--- config.mk ---
export PLATFORM = sky130hd
export DESIGN_NAME = ovl_supervisor
export DESIGN_NICKNAME = d
export VERILOG_FILES = /design/src/rtl/ovl_pkg.sv /design/src/rtl/ovl_integrator.sv /design/src/rtl/ovl_fault_fsm.sv /design/src/rtl/ovl_out_stage.sv /design/src/rtl/ovl_supervisor.sv
export SDC_FILE = /design/constraint.sdc
export NUM_CORES = 1
export LEC_CHECK = 0
export CAP_MARGIN = 25
export CORE_MARGIN = 2
export CORE_UTILIZATION = 28
export DETAILED_ROUTE_END_ITERATION = 6
export PLACE_DENSITY = 0.61
export SLEW_MARGIN = 20
export SYNTH_ARGS = -nofsm -noshare
export SYNTH_HDL_FRONTEND = slang
export SYNTH_SLANG_ARGS = --single-unit
export TNS_END_PERCENT = 30
--- constraint.sdc ---
create_clock -name clk -period 1.4 [get_ports clk]
set_input_delay 0.21 -clock clk [delete_from_list [all_inputs] [get_ports clk]]
set_output_delay 0.21 -clock clk [all_outputs]
set_load 0.02 [all_outputs]
--- src/rtl/ovl_pkg.sv ---
package ovl_pkg;

    typedef enum logic [1:0] {
        ST_RUN   = 2'd0,
        ST_HOLD  = 2'd1,
        ST_LATCH = 2'd2
    } sup_state_e;

    typedef struct packed {
        logic drv_en;
        logic fault;
        logic clamp_en;
    } sup_out_s;

    function automatic sup_out_s decode_state(input sup_state_e s);
        sup_out_s o;
        o.drv_en   = (s == ST_RUN);
        o.fault    = (s != ST_RUN);
        o.clamp_en = (s == ST_LATCH);
        return o;
    endfunction

    function automatic sup_state_e fault_target(input logic latched);
        return latched ? ST_LATCH : ST_HOLD;
    endfunction

endpackage

--- src/rtl/ovl_integrator.sv ---
module ovl_integrator #(
    parameter int LIMIT = 8,
    parameter int CNT_W = 4
) (
    input  logic             clk,
    input  logic             rst,
    input  logic             tick,
    input  logic             ilim,
    input  logic             run_en,
    input  logic             freeze,
    input  logic             clear,
    output logic [CNT_W-1:0] count,
    output logic             done
);
    localparam logic [CNT_W-1:0] LAST = CNT_W'(LIMIT - 1);
    localparam logic [CNT_W-1:0] ONE  = CNT_W'(1);

    logic [CNT_W-1:0] count_q, count_d;

    always_comb begin
        count_d = count_q;
        if (clear) begin
            count_d = '0;
        end else if (run_en && tick && !freeze) begin
            if (ilim)
                count_d = count_q + ONE;
            else if (count_q != '0)
                count_d = count_q - ONE;
        end
    end

    always_ff @(posedge clk) begin
        if (rst) count_q <= '0;
        else     count_q <= count_d;
    end

    assign count = count_q;
    assign done  = run_en && tick && ilim && (count_q == LAST);

    // counter rises by one per over-limit tick while running
    p_step_up_r2: assert property (@(posedge clk) disable iff (rst)
        (run_en && tick && ilim && !freeze && !clear) |=> (count_q == $past(count_q) + ONE));

    // no tick, no change while running
    p_no_tick_r2: assert property (@(posedge clk) disable iff (rst)
        (run_en && !tick && !clear) |=> $stable(count_q));

    // floor at zero
    p_floor_r3: assert property (@(posedge clk) disable iff (rst)
        (run_en && tick && !ilim && count_q == '0 && !clear) |=> (count_q == '0));

    // frozen outside the running state
    p_hold_r9: assert property (@(posedge clk) disable iff (rst)
        (!run_en && !clear) |=> $stable(count_q));

    // never beyond completion value
    p_bound_r4: assert property (@(posedge clk) disable iff (rst)
        count_q <= CNT_W'(LIMIT));

endmodule

--- src/rtl/ovl_fault_fsm.sv ---
module ovl_fault_fsm
    import ovl_pkg::*;
(
    input  logic       clk,
    input  logic       rst,
    input  logic       short_det,
    input  logic       done,
    input  logic       latch_mode,
    input  logic       vcc_off,
    input  logic       unlatch,
    output sup_state_e state,
    output logic       release_now
);
    sup_state_e state_q, state_d;

    always_comb begin
        state_d     = state_q;
        release_now = 1'b0;
        unique case (state_q)
            ST_RUN: begin
                if (short_det || done)
                    state_d = fault_target(latch_mode);
            end
            ST_HOLD: begin
                if (vcc_off) begin
                    state_d     = ST_RUN;
                    release_now = 1'b1;
                end
            end
            ST_LATCH: begin
                if (unlatch) begin
                    state_d     = ST_RUN;
                    release_now = 1'b1;
                end
            end
            default: state_d = ST_RUN;
        endcase
    end

    always_ff @(posedge clk) begin
        if (rst) state_q <= ST_RUN;
        else     state_q <= state_d;
    end

    assign state = state_q;

    // a short while running leaves the running state at once
    p_short_trip_r7: assert property (@(posedge clk) disable iff (rst)
        (state_q == ST_RUN && short_det) |=> (state_q != ST_RUN));

    // vcc_off alone never frees a latched fault
    p_latch_hold_r6: assert property (@(posedge clk) disable iff (rst)
        (state_q == ST_LATCH && !unlatch) |=> (state_q == ST_LATCH));

    // auto-recovery waits for undervoltage
    p_auto_hold_r5: assert property (@(posedge clk) disable iff (rst)
        (state_q == ST_HOLD && !vcc_off) |=> (state_q == ST_HOLD));

endmodule

--- src/rtl/ovl_out_stage.sv ---
module ovl_out_stage
    import ovl_pkg::*;
(
    input  logic       clk,
    input  logic       rst,
    input  sup_state_e state,
    input  logic       release_now,
    output logic       drv_en,
    output logic       fault,
    output logic       clamp_en,
    output logic       restart
);
    sup_out_s dec;
    logic     restart_q;

    always_comb dec = decode_state(state);

    always_ff @(posedge clk) begin
        if (rst) restart_q <= 1'b0;
        else     restart_q <= release_now;
    end

    assign drv_en   = dec.drv_en;
    assign fault    = dec.fault;
    assign clamp_en = dec.clamp_en;
    assign restart  = restart_q;

    // drive off in every fault cycle
    p_drv_off_r10: assert property (@(posedge clk) disable iff (rst)
        fault |-> !drv_en);

    // clamp only inside a fault
    p_clamp_fault_r10: assert property (@(posedge clk) disable iff (rst)
        clamp_en |-> fault);

    // restart request lasts one cycle and coincides with running
    p_restart_pulse_r5: assert property (@(posedge clk) disable iff (rst)
        restart |=> !restart);

    p_restart_run_r5: assert property (@(posedge clk) disable iff (rst)
        restart |-> drv_en);

endmodule

--- src/rtl/ovl_supervisor.sv ---
module ovl_supervisor
    import ovl_pkg::*;
#(
    parameter int LIMIT = 8,
    parameter int CNT_W = $clog2(LIMIT + 1)
) (
    input  logic             clk,
    input  logic             rst,
    input  logic             tick,
    input  logic             ilim,
    input  logic             short_det,
    input  logic             latch_mode,
    input  logic             vcc_off,
    input  logic             unlatch,
    output logic             drv_en,
    output logic             fault,
    output logic             clamp_en,
    output logic             restart,
    output logic [CNT_W-1:0] count
);
    sup_state_e state;
    logic       release_now;
    logic       done;
    logic       run_en;

    assign run_en = (state == ST_RUN);

    ovl_integrator #(.LIMIT(LIMIT), .CNT_W(CNT_W)) u_integ (
        .clk    (clk),
        .rst    (rst),
        .tick   (tick),
        .ilim   (ilim),
        .run_en (run_en),
        .freeze (short_det),
        .clear  (release_now),
        .count  (count),
        .done   (done)
    );

    ovl_fault_fsm u_fsm (
        .clk         (clk),
        .rst         (rst),
        .short_det   (short_det),
        .done        (done),
        .latch_mode  (latch_mode),
        .vcc_off     (vcc_off),
        .unlatch     (unlatch),
        .state       (state),
        .release_now (release_now)
    );

    ovl_out_stage u_out (
        .clk         (clk),
        .rst         (rst),
        .state       (state),
        .release_now (release_now),
        .drv_en      (drv_en),
        .fault       (fault),
        .clamp_en    (clamp_en),
        .restart     (restart)
    );

    // a restart always begins from an empty count
    p_restart_clear_r5: assert property (@(posedge clk) disable iff (rst)
        restart |-> (count == '0));

    // reaching completion coincides with a fault
    p_full_fault_r4: assert property (@(posedge clk) disable iff (rst)
        (count == CNT_W'(LIMIT)) |-> fault);

endmodule

## Word level (Yosys, flattened, before mapping)

Index checks and enable logic that the tools add are counted.

- Register bits: 7
- Input bits: 8
- Output and inout bits: 8
- Logic and storage cells: 34

- $add $sub $neg: 2
- Eq/ne operators: 6
- Multiplexer cells: 10
- Reductions and logical operators: 13

Operators by type and width:

| operator | number |
|---|---|
| $mux W2 | 4 |
| $mux W4 | 2 |
| $pmux W2 S3 | 1 |
| $add A4 B1 Y4 const B | 1 |
| $eq A4 B3 Y1 const B | 1 |
| $logic_and A1 B1 Y1 | 4 |
| $ne A2 B2 Y1 const B | 2 |
| $reduce_bool A2 Y1 | 2 |
| $reduce_bool A4 Y1 | 1 |
| $sub A4 B1 Y4 const B | 1 |
| $reduce_and A3 Y1 | 1 |
| $eq A2 B1 Y1 const B | 1 |
| $eq A2 B2 Y1 const B | 1 |
| $logic_not A2 Y1 | 1 |
| $mux W1 | 2 |
| $ne A2 B1 Y1 const B | 1 |
| $pmux W1 S2 | 1 |
| $reduce_and A2 Y1 | 1 |
| $reduce_or A2 Y1 | 1 |
| $logic_not A1 Y1 | 1 |
| $logic_or A1 B1 Y1 | 1 |

## Longest topological paths before layout

- Word-level depth: 7
- Mapped depth: 6

## Modules after synthesis

From an unflattened synthesis, not the netlist that was laid out.

- Cell total of the unflattened synthesis: 60
- Area, all modules: 549.3 µm²

By module, submodules not included:

| module | instances | cells an instance | area an instance (µm²) |
|---|---|---|---|
| ovl_integrator | 1 | 35 | 310.3 |
| ovl_fault_fsm | 1 | 19 | 190.2 |
| ovl_out_stage | 1 | 5 | 45.0 |
| ovl_supervisor | 1 | 1 | 3.8 |

## Worst setup path before layout

No wires, ideal clock.

- Kind: register to register
- From: register u_fsm.state_q[0], in the netlist u_fsm.state[0]
- To: register u_fsm.state_q[1], in the netlist u_fsm.state[1]
- Setup time: 0.070 ns
- Arrival: 1.573 ns
- Path slack: -0.243 ns
- Stages on the path, launching flop included: 7
- Path buffers: 0
- Clock period less this slack: 1.643 ns
- Path through: dfxtp_1 > inv_1 > ha_1 > inv_1 > a311oi_1 > or3_2 > a21oi_1

- Word-level cells in the longest chain between the ends: 7
- Elaborated cells between the ends (all ways): 12
- Classes of those cells: eq/ne (5); mux (1); reduce/logical (6)

Ends and longest elaborated chain:

| item | line | source |
|---|---|---|
| from (decl) | ovl_fault_fsm.sv:14 | `sup_state_e state_q, state_d;` |
| from (signal assigned) | ovl_fault_fsm.sv:42 | `else state_q <= state_d;` |
| $logic_not A2 Y1 * | n/a |  |
| via drv_en | ovl_supervisor.sv:15 | `output logic drv_en,` |
| $logic_and A1 B1 Y1 (3 in a row) | ovl_integrator.sv:38 | `assign done = run_en && tick && ilim && (count_q == LAST);` |
| $logic_or A1 B1 Y1 | ovl_fault_fsm.sv:21 | `if (short_det \|\| done)` |
| $ne A2 B1 Y1 (no source line) | n/a |  |
| $reduce_and A3 Y1 (no source line) | n/a |  |

The timed path passes the listed nets; every way through them passes the cells marked *.
A chain may end at the register's enable or synchronous reset.

## Final worst setup path

- From: register u_integ.count_q[1], in the netlist u_integ.count[1]
- To: register u_fsm.state_q[0], in the netlist u_fsm.state[0]

- Word-level cells in the longest chain between the ends: 5

Ends and longest elaborated chain:

| item | line | source |
|---|---|---|
| from (decl) | ovl_integrator.sv:18 | `logic [CNT_W-1:0] count_q, count_d;` |
| from (signal assigned) | ovl_integrator.sv:34 | `else count_q <= count_d;` |
| $eq A4 B3 Y1 | ovl_integrator.sv:38 |  |
| $logic_and A1 B1 Y1 | ovl_integrator.sv:38 |  |
| $logic_or A1 B1 Y1 | ovl_fault_fsm.sv:21 |  |
| $ne A2 B1 Y1 (no source line) | n/a |  |
| $reduce_and A3 Y1 (no source line) | n/a |  |

No other way between the ends.

==> qor.yml <==
status: "complete, but fails checks"
violations: "setup timing"
finalMaxSlewViolations: 0
hp-start: "u_fsm.state[1]"
rr_worst_depth: 4
finalHoldViolations: 0
final-setup-viol-count: 2
gp_routability_congestion: 0.678
worstPathRequired_ps: 1580
period_minus_slack_ps: 1420
whs_endpoint: "u_fsm.state[1]"
clkSinkCount: 7
path_cells: "and4b_1, a311oi_2, or4_1, a21oi_2"
fp-row-count: 14
fin_worst_skew_ps: 7.21
insertion_delay_ps: 250
critPathSlowestCell: "or4_1"
grtUsageTotal_pct: 12.8
io_buffers: 15
viasPerCell: 4.69
yosys.area.top_type: "dfxtp_1"
ys_seq_area_share_pct: 30.4
grt_pass1_vias: 409
rsz0062_at_grt: "true"
clk_pin_slew_ps: 50
cts_buffers: 3
dieWidth_um: 44.6
whs_path_depth: 2
rr_startpoint: "u_integ.count[1]"
relSlewSlack_pct: 83.4
antenna_found_initial: 0
vdd_drop_max_v: 0.000445
grt_max_degree: 6
synth-seq-cells: 7
yosysMostFrequentCell: "dfxtp_1"
startpoint_type: "register"
synth_cells: 53
critical_path_arrival_ps: 1600
wire_per_inst_um: 10.9
reg2reg_to: "u_fsm.state[0]"
hold_path.class: "reg -> reg"
fmaxAchievable_ghz: 0.702
synth.top_cell.area_share_pct: 30.4
synth_cell_type_count: 24
area_growth_pct: 69.8
routed_wl_um: 1070
dieArea_um2: 1980
vias: 460
synth_common_cells: "dfxtp_1, inv_1, a21oi_1, ha_1"
leakage_nw: 0.377
avgSynthCellArea_um2: 8.69
nets: 97
antenna_cells: 0
ys.flop_type: "dfxtp_1"
dp_slack_ps: -450
setup_ws_ps: -24.7
grt_pass1_wl_um: 1750
critPathMaxFanout: 5
grt.overflow.total: 0
io_pins: 16
synth_area_um2: 460
synth_edf_count: 0
cpPeakStageDelay_ps: 510
root_buffer: "clkbuf_4"
yosys_warnings: 0
drtIter0Drc: 6
synth-async-reset-ratio_pct: 0
worstSetupPathType: "reg -> reg"
firstDrtPassIters: 4
start_util_pct: 30.2
drc: 0
drv_cap: 0
ys_top_cells_by_area: "dfxtp_1, ha_1, mux2i_1"
dp_hpwl_um: 855
tightest_slew_ps: 249
htreeDepth: 1
end_kind: "register"
synth.net_count: 67
final_core_util_pct: 51.3
p_per_area_nw_per_um2: 886
ff2ff_setup_slack_ps: -20
die_y_um: 44.6
finalCritPeriodShare_pct: 102
coreArea_um2: 1520
cts_buffer_depth: 2
post_cts_buffers: 0
antenna_left: 0
drive_above_1_share_pct: 37.8
cts_tree: "done"
-- metrics by stage --
step | power [W] | TNS [ps] | hold slack (ps) | area [µm²] | cells
6_report | 0.000693 | -40.1 | 498 | 782 | 98
5_1_grt | 0.000749 | -265 | 529 | 782 | 98
4_1_cts | 0.000702 | -94.0 | 500 | 768 | 98
3_5_place_dp | 0.000527 | -1630 | 489 | 743 | 94
3_3_place_gp | 0.000526 | -1450 | 490 | 743 | 94
2_1_floorplan | 0.000401 | -0.156 | 272 | 498 | 53
-- worst max-delay path: cells and delay by family (launching register included) --
| kind | cells | cell delay (ps) |
|---|---|---|
| AO/OA/AOI/OAI | 2 | 270 |
| flip-flops | 1 | 360 |
| AND/OR/NAND/NOR | 2 | 730 |
-- worst max-delay path by stage --
| stage | end | slack (ps) | from | depth (start not counted) |
|---|---|---|---|---|
| final | u_fsm.state[0] | -20 | u_integ.count[1] | 4 |
| after global routing | u_fsm.state[0] | -90 | u_integ.count[1] | 4 |
| after CTS | u_fsm.state[0] | -40 | u_fsm.state[0] | 6 |
| after detailed placement | u_integ.count[3] | -450 | ilim | 7 |
| after global placement | u_integ.count[2] | -390 | ilim | 7 |
| after floorplan | u_fsm.state[0] | -0.2 | u_fsm.state[1] | 6 |
-- where the power goes --
group | switching (W) | internal [W] | total [W]
Combinational | 0.000136 | 0.000145 | 0.000281
Sequential | 0.0000162 | 0.000217 | 0.000233
Clock | 0.0000703 | 0.000109 | 0.000179
-- per-layer routing --
| metal | wire length [µm] | up-vias | share of wire, % | track usage, % |
|---|---|---|---|---|
| met3 | 75 | 4 | 7.0 | 3.67 |
| met5 | 0 | - | 0 | 0 |
| met2 | 420 | 15 | 39 | 15.7 |
| li1 | - | 245 | - | - |
| met4 | 30 | 0 | 2.8 | 10.9 |
| met1 | 544 | 196 | 51 | 17.8 |
-- sequential cells by signal, summed over array words and instances, names as in the netlist --
name and cells:
u_out.restart 1, u_integ.count 4, u_fsm.state 2
-- kinds of logic after synthesis --
logic type	synth area share (%)
AOI/OAI and AO/OA	18.2
xor gates and xnor gates	1.90
adders and majority gates	17.9
buffers and inverters	4.89
DFF	30.4
muxes	6.52
and+or+nand+nor	20.1
-- cell usage in the layout, fill, tap and decap left out, types with 2 or more instances in the layout --
cell type and n:
buf_4 10, clkdlybuf4s50_1 6, dlygate4sd2_1 5, nand2_1 4, nor2_1 4, a21oi_1 3, mux2i_1 3, ha_1 3
clkbuf_4 3, dfxtp_2 3, dfxtp_4 3, inv_2 2, inv_4 2, nand2b_1 2, a21oi_2 2, inv_1 2
o21ai_0 2, ha_4 2, clkdlybuf4s15_1 2
-- final cells by class --
| cell class | instances | area, µm² |
|---|---|---|
| Timing Repair Buffer | 25 | 216 |
| Fill cell | 161 | 742 |
| Multi-Input combinational cell | 40 | 337 |
| Tap cell | 16 | 20.0 |
| Sequential cell | 7 | 155 |
| Inverter | 6 | 27.5 |
| Clock buffer | 4 | 26.3 |
-- timing repair --
item                                    in CTS  in global routing
endpoints found under the setup margin      12                  9
gates resized for setup                     12                  8
hold buffers                                 0                  0
pin swaps                                    0                  1
cloned                                       0                  0
Note: power is estimated with default switching activity, not from simulation.
